## config.mk

```make
export PLATFORM = sky130hd
export DESIGN_NAME = rx_tag_silo
export DESIGN_NICKNAME = d
export VERILOG_FILES = /design/src/rtl/rx_tag_silo.sv
export SDC_FILE = /design/constraint.sdc
export NUM_CORES = 1
export LEC_CHECK = 0
export BUFFER_PORTS_ARGS = -buffer_cell sky130_fd_sc_hd__clkbuf_2
export CAP_MARGIN = 30
export CELL_PAD_IN_SITES_DETAIL_PLACEMENT = 2
export CELL_PAD_IN_SITES_GLOBAL_PLACEMENT = 2
export CORE_ASPECT_RATIO = 1.1
export CORE_UTILIZATION = 54
export CTS_CLUSTER_DIAMETER = 30
export DETAILED_ROUTE_END_ITERATION = 6
export PLACE_DENSITY = 0.9
export SLEW_MARGIN = 20
export SYNTH_ARGS = -nofsm -noshare
export SYNTH_HDL_FRONTEND = slang
export SYNTH_SLANG_ARGS = --single-unit
```

## constraint.sdc

```tcl
create_clock -name clk -period 8 [get_ports clk]
set_input_delay 1.2 -clock clk [delete_from_list [all_inputs] [get_ports clk]]
set_output_delay 1.2 -clock clk [all_outputs]
set_load 0.01 [all_outputs]
```

## src/rtl/rx_tag_silo.sv

```systemverilog
module rx_tag_silo #(
  parameter int NLINES = 4,
  parameter int DEPTH  = 64
) (
  input  logic                clk,
  input  logic                rst_n,
  input  logic                mclr,
  input  logic [NLINES-1:0]   push_req,
  input  logic [NLINES*8-1:0] push_char,
  input  logic [NLINES*3-1:0] push_err,
  input  logic                pop,
  output logic [15:0]         rd_data,
  output logic                rx_done
);
  localparam int PW = $clog2(DEPTH);
  localparam int CW = $clog2(DEPTH + 1);

  logic [15:0]       mem [DEPTH];
  logic [PW-1:0]     wr_ptr, rd_ptr;
  logic [CW-1:0]     count_q;
  logic [15:0]       pend_word [NLINES];
  logic [NLINES-1:0] pend_vld;
  logic [1:0]        sel;
  logic              any_pend, full, wr, rd;

  function automatic logic [PW-1:0] bump(input logic [PW-1:0] p);
    return (p == PW'(DEPTH - 1)) ? '0 : p + 1'b1;
  endfunction

  always_comb begin
    sel = '0;
    for (int i = NLINES - 1; i >= 0; i--)
      if (pend_vld[i]) sel = 2'(i);
  end

  assign any_pend = |pend_vld;
  assign full     = count_q == CW'(DEPTH);
  assign wr       = any_pend && !full;
  assign rd       = pop && count_q != '0;
  assign rd_data  = (count_q == '0) ? 16'h0000 : mem[rd_ptr];

  for (genvar i = 0; i < NLINES; i++) begin : g_slot
    logic        drain;
    logic [15:0] word_in;
    assign drain   = any_pend && sel == 2'(i);
    assign word_in = {1'b1, push_err[3*i +: 3], 2'b00, 2'(i), push_char[8*i +: 8]};

    always_ff @(posedge clk) begin
      if (!rst_n || mclr) begin
        pend_vld[i]  <= 1'b0;
        pend_word[i] <= '0;
      end else if (push_req[i]) begin
        if (pend_vld[i] && !drain) begin
          pend_word[i][14] <= 1'b1;
        end else begin
          pend_vld[i]  <= 1'b1;
          pend_word[i] <= word_in;
        end
      end else if (drain) begin
        pend_vld[i] <= 1'b0;
      end
    end


    slot_overrun_chk: assert property (@(posedge clk) disable iff (!rst_n)
      (!mclr && push_req[i] && pend_vld[i] && !drain) |=> (pend_vld[i] && pend_word[i][14]));
  end

  always_ff @(posedge clk)
    if (wr) mem[wr_ptr] <= pend_word[sel];

  always_ff @(posedge clk) begin
    if (!rst_n || mclr) begin
      wr_ptr  <= '0;
      rd_ptr  <= '0;
      count_q <= '0;
      rx_done <= 1'b0;
    end else begin
      if (wr) wr_ptr <= bump(wr_ptr);
      if (rd) rd_ptr <= bump(rd_ptr);
      if (wr && !rd)      count_q <= count_q + 1'b1;
      else if (rd && !wr) count_q <= count_q - 1'b1;
      if (any_pend)
        rx_done <= 1'b1;
      else if (pop && count_q <= CW'(1))
        rx_done <= 1'b0;
    end
  end


  no_overflow_chk: assert property (@(posedge clk) disable iff (!rst_n)
    count_q <= CW'(DEPTH));

  push_done_chk: assert property (@(posedge clk) disable iff (!rst_n)
    (!mclr && any_pend) |=> rx_done);

  last_read_chk: assert property (@(posedge clk) disable iff (!rst_n)
    (!mclr && pop && count_q == CW'(1) && !any_pend) |=> (!rx_done && rd_data == 16'h0000));

  rd_wr_count_chk: assert property (@(posedge clk) disable iff (!rst_n)
    (!mclr && wr && rd) |=> $stable(count_q));

  clear_chk: assert property (@(posedge clk) disable iff (!rst_n)
    mclr |=> (count_q == '0 && !rx_done && pend_vld == '0));

  prio_chk: assert property (@(posedge clk) disable iff (!rst_n)
    pend_vld[0] |-> sel == 2'd0);
endmodule

```

==> flow_summary.toml, run 1 <==
[outcome]
tool.error = "[ERROR DPL-0033] detailed placement checks failed during check placement."
lastStage = "detailed placement"
status = "did not finish"

[placement]
hpwl_um = 92300
place_congestion = 0.855
numPortBuffers = 66

[synthesis]
netlist_instances = 1806
syn_area_sq_um = 37900
avgSynthCellArea_sq_um = 21.0
ys_dominant_reg_cell = "edfxtp_1"
synth.distinct_cells = 60
ys_ff_latch = 975
async_flop_share_pct = 0
synth_edf_count = 943
synth_warnings = 0
ys_seq_area_share_pct = 76.3

[die]
initial_core_util_pct = 54.8
dieHeight_um = 280
ios = 69
die_x_um = 255
fp-row-count = 101
## synth_stat cells (all sizes together), types with 4 or more instances
| library cell | count | area [sq um] |
|---|---|---|
| a211o | 5 | 43.8 |
| a211oi | 22 | 165 |
| a21o | 6 | 45.0 |
| a21oi | 26 | 130 |
| a221oi | 4 | 35.0 |
| a22o | 10 | 87.6 |
| a22oi | 24 | 180 |
| a31oi | 4 | 25.0 |
| and2 | 36 | 225 |
| and3 | 15 | 93.8 |
| buf | 71 | 445 |
| clkbuf | 38 | 144 |
| dfxtp | 32 | 641 |
| edfxtp | 943 | 28300 |
| ha | 6 | 75.1 |
| inv | 8 | 30.0 |
| mux2i | 43 | 430 |
| mux4 | 235 | 5290 |
| nand2 | 21 | 78.8 |
| nand2b | 10 | 62.6 |
| nand3 | 15 | 75.1 |
| nand3b | 4 | 30.0 |
| nand4 | 5 | 31.3 |
| nor2 | 92 | 345 |
| nor2b | 11 | 68.8 |
| nor3 | 4 | 20.0 |
| o211ai | 5 | 37.5 |
| o21ai | 15 | 78.8 |
| o22ai | 40 | 250 |
| o32ai | 4 | 35.0 |
| or3 | 9 | 56.3 |
| or3b | 5 | 43.8 |
| xor2 | 6 | 52.6 |
## stage by stage
step / setup WS [ns] / cells / cell area, sq um / hold slack, ns
after floorplan: 4.40 / 1807 / 38000 / 0.426
after global placement: 3.52 / 2751 / 39500 / 0.434
## cells by family after synthesis
logic type	synth area share (%)
buffers and inverters	1.63
and+or+nand+nor	3.15
muxes	15.1
DFF	76.3
xor gates and xnor gates	0.208
adders and majority gates	0.198
AOI/OAI and AO/OA	3.41
other	0.00988
==> run 2: changes to the inputs <==
- CELL_PAD_IN_SITES_DETAIL_PLACEMENT: 2 -> not set
- CELL_PAD_IN_SITES_GLOBAL_PLACEMENT: 2 -> not set
- CORE_ASPECT_RATIO: 1.1 -> not set
- CORE_UTILIZATION: 54 -> 40
- CTS_CLUSTER_DIAMETER: 30 -> not set
- PLACE_DENSITY: 0.9 -> not set
- PLACE_DENSITY_LB_ADDON: not set -> 0.15
==> flow_summary.toml, run 2 <==
[synthesis]
async_flop_share_pct = 0
synth_edf_count = 943
synth.most_common_cell = "edfxtp_1"
ys_seq_area_share_pct = 76.3
synth_top_area_cell = "edfxtp_1"
syn_area_sq_um = 37900
synth_area_leaders = "edfxtp_1, mux4_2, dfxtp_1"
avgSynthCellArea_sq_um = 21.0
synth.distinct_cells = 60
ys_dominant_reg_cell = "edfxtp_1"
ys_ff_latch = 975
synth_warnings = 0
netlist_instances = 1806
yosys.area.top_type_share_pct = 74.6
ys_top_cells_by_count = "edfxtp_1, mux4_2, nor2_1"

[clock_network]
holdBufCountCts = 0
clock_path_buffers = 3
postCtsSetupRepairBufs = 0
cts_buffers = 102
cts_sinks = 975
clkLatencyLatePin_ns = 0.68
cts_tree = "done"
clk_pin_slew_ns = 0.06
cts-root-buf = "clkbuf_16"
htree_num_levels = 3
cts_resized = 0

[sta]
slew_violations = 0
rsz0062_at_grt = "false"
max_slew_margin_pct = 23.4
period_needed_ns = 5.51
worst_slew_pin_slew_ns = 1.15
period_share_pct = 68.9
fin_tns_setup_ns = 0
fin_skew_ns = 0.0281
max_freq_mhz = 181
setup_violations = 0
hold_viol_final = 0

[placement]
dp.cells = 3102
numPortBuffers = 66
place_congestion = 0.826
hpwl_um = 58400
place_area_sq_um = 40100

[setup_path]
cp_num_buf_inv = 2
slowest_stage = "dfxtp_4"
critPathMaxFanout = 79
path_delay_family = "compound AO/OA/AOI/OAI gates"
timing.critical_path.from_type = "flip-flop"
worstSetupPathType = "reg -> out"
cp_data_required_time_ns = 6.80
end_kind = "output port"
reg2reg_slack_ns = 4.27
arrival_ns = 4.31
regToRegEndpoint = "mem[55][2]"
cp_cell_sequence = "buf_12, or3b_1, o22ai_1, a211oi_1, a22o_1, clkbuf_2"
r2r_start = "count_q[0]"
crit_path_max_incr_delay_ns = 0.84
r2r_cells = 6

[final_layout]
seqCellArea_sq_um = 29000
drive_above_1_share_pct = 28.5
nets = 2018
layout_common_cells = "edfxtp_1, mux4_2, clkbuf_16"
finish.utilization_pct = 46.4
final_cells = 3300
nFillCells = 7986
areaGrowthSynthToFinish_pct = 14.5
regMostFlops = "mem"
largest_reg_flops = 896
final_cell_area_sq_um = 43400
multi_input_area_sq_um = 8460
num_antenna_cells = 0
final_common_cell = "edfxtp_1"
largestRegisters = "mem x896, pend_word x49, count_q x7"

[power]
p_leak_nw = 13.7
irDropWorstVdd_mv = 0.194
p_per_area_nw_per_um2 = 261

[global_routing]
grt-ovfl-total = 0
grt_pass1_vias = 19001
track_usage_pct = 20.5
antenna_found_initial = 1
grt_pass1_wl_um = 139000
grt_max_degree = 80

[die]
initial_core_util_pct = 40.5
die_x_um = 310
core_sq_um = 93600
fp-row-count = 112
ios = 69
fp.dieArea_sq_um = 96100
dieHeight_um = 310

[routing]
drc = 0
dr_total_vias = 18694
dr.pass1.iters = 5
wl_per_cell_um = 29.3
ant_nets = 0
vias_per_cell = 5.66
drt-initial-drc-count = 1922
wirelength_um = 96600

[worst_hold_path]
whs_endpoint = "pend_word[2][9]"
holdPathStages = 1
hp-start = "pend_word[2][9]"
hold_class = "reg -> reg"

[outcome]
status = "finished clean"

[flow_run]
maxCapViolCount = 0
-- run 2: routing by layer --
| layer | global-route usage, % | wire length, um |
|---|---|---|
| met5 | 0 | 0 |
| met4 | 4.82 | 1880 |
| met3 | 3.19 | 5110 |
| met2 | 33.5 | 47200 |
| met1 | 29.1 | 42400 |
-- run 2: cell type report --
cell class,instances,share of cell area (%)
inverter,8,0.0691
clock inverter,66,1.36
multi-input combinational,715,19.5
clock buffer,124,6.16
tap,1254,3.61
timing repair buffer,158,2.63
sequential,975,66.7
-- run 2: report_power, final --
group | leakage, nW | switching [mW] | internal (mW)
Combinational | 3.06 | 0.593 | 0.368
Sequential | 9.00 | 0.0479 | 5.69
Clock | 1.60 | 1.97 | 2.65
Total | 13.7 | 2.61 | 8.71
-- run 2: worst max path at each step --
stage / slack [ns] / to / cells past startpoint / startpoint
2_1_floorplan: 4.40 / mem[0][15] / 4 / pend_vld[1]
3_3_place_gp: 3.02 / rd_data[14] / 6 / flip-flop
3_5_place_dp: 3.07 / rd_data[1] / 6 / flip-flop
4_1_cts: 2.34 / rd_data[1] / 6 / flip-flop
5_1_grt: 2.24 / rd_data[14] / 6 / flip-flop
6_report: 2.49 / rd_data[1] / 6 / flip-flop
-- run 2: logic make-up after synthesis --
family,after synthesis,synth area share [%]
xor gates and xnor gates,9,0.208
other,1,0.00988
adders and majority gates,6,0.198
buffers and inverters,117,1.63
AOI/OAI and AO/OA,184,3.41
DFF,975,76.3
and+or+nand+nor,236,3.15
muxes,278,15.1
-- run 2: metrics by stage --
step                      power (mW)  hold slack, ns  setup WS (ns)
after floorplan                 6.46           0.426           4.40
after global placement          6.81           0.435           3.02
after detailed placement        6.83           0.441           3.07
after CTS                       11.4           0.455           2.34
after global routing            11.7           0.479           2.24
final                           11.3           0.452           2.49
(Power assumes the default switching activity.)
==> run 3: changes to the inputs <==
- clock period: 8 -> 5.5 ns (I/O delays scaled with it)
==> flow_summary.toml, run 3 (synthesized netlist as in run 2, its figures left out) <==
[final_layout]
largestRegisters = "mem x896, pend_word x49, count_q x7"
final_cell_area_sq_um = 43600
areaGrowthSynthToFinish_pct = 14.8
final_common_cell = "edfxtp_1"
layout_common_cells = "edfxtp_1, mux4_2, clkbuf_16"
drive_above_1_share_pct = 28.5
num_antenna_cells = 0
regMostFlops = "mem"
nets = 2042
largest_reg_flops = 896

[placement]
place_area_sq_um = 40300
hpwl_um = 61900
numPortBuffers = 66
place_congestion = 0.880
place_ws_ns = 1.62

[setup_path]
r2r_start = "count_q[0]"
end_kind = "output port"
worstSetupPathType = "reg -> out"
cp_cell_sequence = "buf_4, mux4_2, mux2i_1, a221oi_1, a211o_1, clkbuf_2"
crit_path_max_incr_delay_ns = 0.91
cp_data_required_time_ns = 4.68
slowest_stage = "a221oi_1"
crit_end = "rd_data[12]"
arrival_ns = 3.71
reg2reg_slack_ns = 1.66
r2r_cells = 6
critPathMaxFanout = 25
crit_cells = 6
path_delay_family = "compound AO/OA/AOI/OAI gates"
cp_num_buf_inv = 2
regToRegEndpoint = "mem[63][13]"
timing.critical_path.from_type = "flip-flop"

[die]
fp.dieArea_sq_um = 96100
ios = 69
fp-row-count = 112
dieHeight_um = 310
core_sq_um = 93600
die_x_um = 310
initial_core_util_pct = 40.5

[outcome]
status = "finished clean"

[power]
p_leak_nw = 13.7
clockPowerShare_pct = 40.0
p_per_area_nw_per_um2 = 375
internal_power_mw = 12.6
p_sw_mw = 3.75
pwr-share-comb_pct = 8.9
p_sw_share_pct = 23.0
irDropWorstVdd_mv = 0.215
seqPwrFrac_pct = 51.0

[sta]
setup_ws_ns = 0.960
max_slew_margin_pct = 32.7
max_freq_mhz = 220
rsz0062_at_grt = "false"
fin_skew_ns = 0.0310
hold_viol_final = 0
setup_violations = 0
worst_slew_pin_slew_ns = 1.01
whs_ns = 0.425
slew_violations = 0
fin_tns_setup_ns = 0
period_needed_ns = 4.54
period_share_pct = 82.5

[clock_network]
postCtsSetupRepairBufs = 0
cts_resized = 0
cts-root-buf = "clkbuf_16"
holdBufCountCts = 0
cts_tree = "done"
clkLatencyLatePin_ns = 0.67
clk_pin_slew_ns = 0.06
htree_num_levels = 3
clock_path_buffers = 3
cts_sinks = 975
cts_buffers = 103

[worst_hold_path]
hold_class = "in -> reg"

[global_routing]
met1_usage_pct = 29.9
grt.met2_usage_pct = 34.0
track_usage_pct = 21.1
grt_pass1_wl_um = 142000
gr-max-usage-layer = "met2"
grt_max_degree = 65
met3_usage_pct = 3.90
grt-ovfl-total = 0
antenna_found_initial = 1
grt_pass1_vias = 19188

[routing]
wirelength_um = 99200
vias_per_cell = 5.73
drt-initial-drc-count = 2029
wl_per_cell_um = 29.8
dr_total_vias = 19039
drc = 0
ant_nets = 0
dr.pass1.iters = 5

[flow_run]
maxCapViolCount = 0
[run 3: changes by cell type in the layout (fill, tap and decap cells not counted), sizes merged]
cell	change
clkinv	-2
clkinvlp	-5
buf	+22
bufinv	-3
clkbuf	+12
[run 3: worst min path at each step]
stage | startpoint | endpoint | slack [ns] | depth (start not counted)
2_1_floorplan | pend_word[2][13] | pend_word[2][13] | 0.43 | 1
3_3_place_gp | pend_word[2][13] | pend_word[2][13] | 0.43 | 1
3_5_place_dp | pend_word[2][13] | pend_word[2][13] | 0.44 | 1
4_1_cts | push_req[1] | pend_vld[1] | 0.38 | 3
5_1_grt | push_req[1] | pend_vld[1] | 0.42 | 3
6_report | push_req[1] | pend_vld[1] | 0.42 | 3
[run 3: power groups by stage]
stage	logic [mW]	registers, mW	clock network (mW)
2_1_floorplan	0.947	8.46	0
3_3_place_gp	1.46	8.49	0
3_5_place_dp	1.47	8.50	0
4_1_cts	1.48	8.34	6.67
5_1_grt	1.56	8.35	6.93
6_report	1.46	8.34	6.54
[run 3: worst register-to-register path: cells and delay by family, from the launching register on]
kind | cells | cell delay [ns]
buffers and inverters | 1 | 0.08
AO/OA/AOI/OAI | 1 | 0.72
flip-flops | 1 | 0.44
AND/OR/NAND/NOR | 3 | 1.94
adder cells (fa/ha/maj) | 1 | 0.24
[run 3: through the flow]
stage	std cells	power, mW	utilization, %
3_3_place_gp	3112	9.95	42.9
4_1_cts	3313	16.5	46.4
6_report	3324	16.3	46.5
3_5_place_dp	3122	9.97	43.0
2_1_floorplan	1807	9.40	-
5_1_grt	3324	16.8	46.5
[run 3: routing by layer]
metal	wire (um)	vias to the layer above	share of wire [%]
li1	-	7904	-
met1	43000	10328	43
met2	47900	680	48
met3	6330	127	6.4
met4	1940	0	2.0
met5	0	-	0
[run 3: final cells by class]
type / instances / area (sq um)
clock buffers: 135 / 2770
fillers: 7923 / 50000
multi-input cells: 715 / 8470
repair buffers: 181 / 1380
well taps: 1254 / 1570
flip-flops and latches: 975 / 29000
inverters: 8 / 30.0
clock inverters: 56 / 390
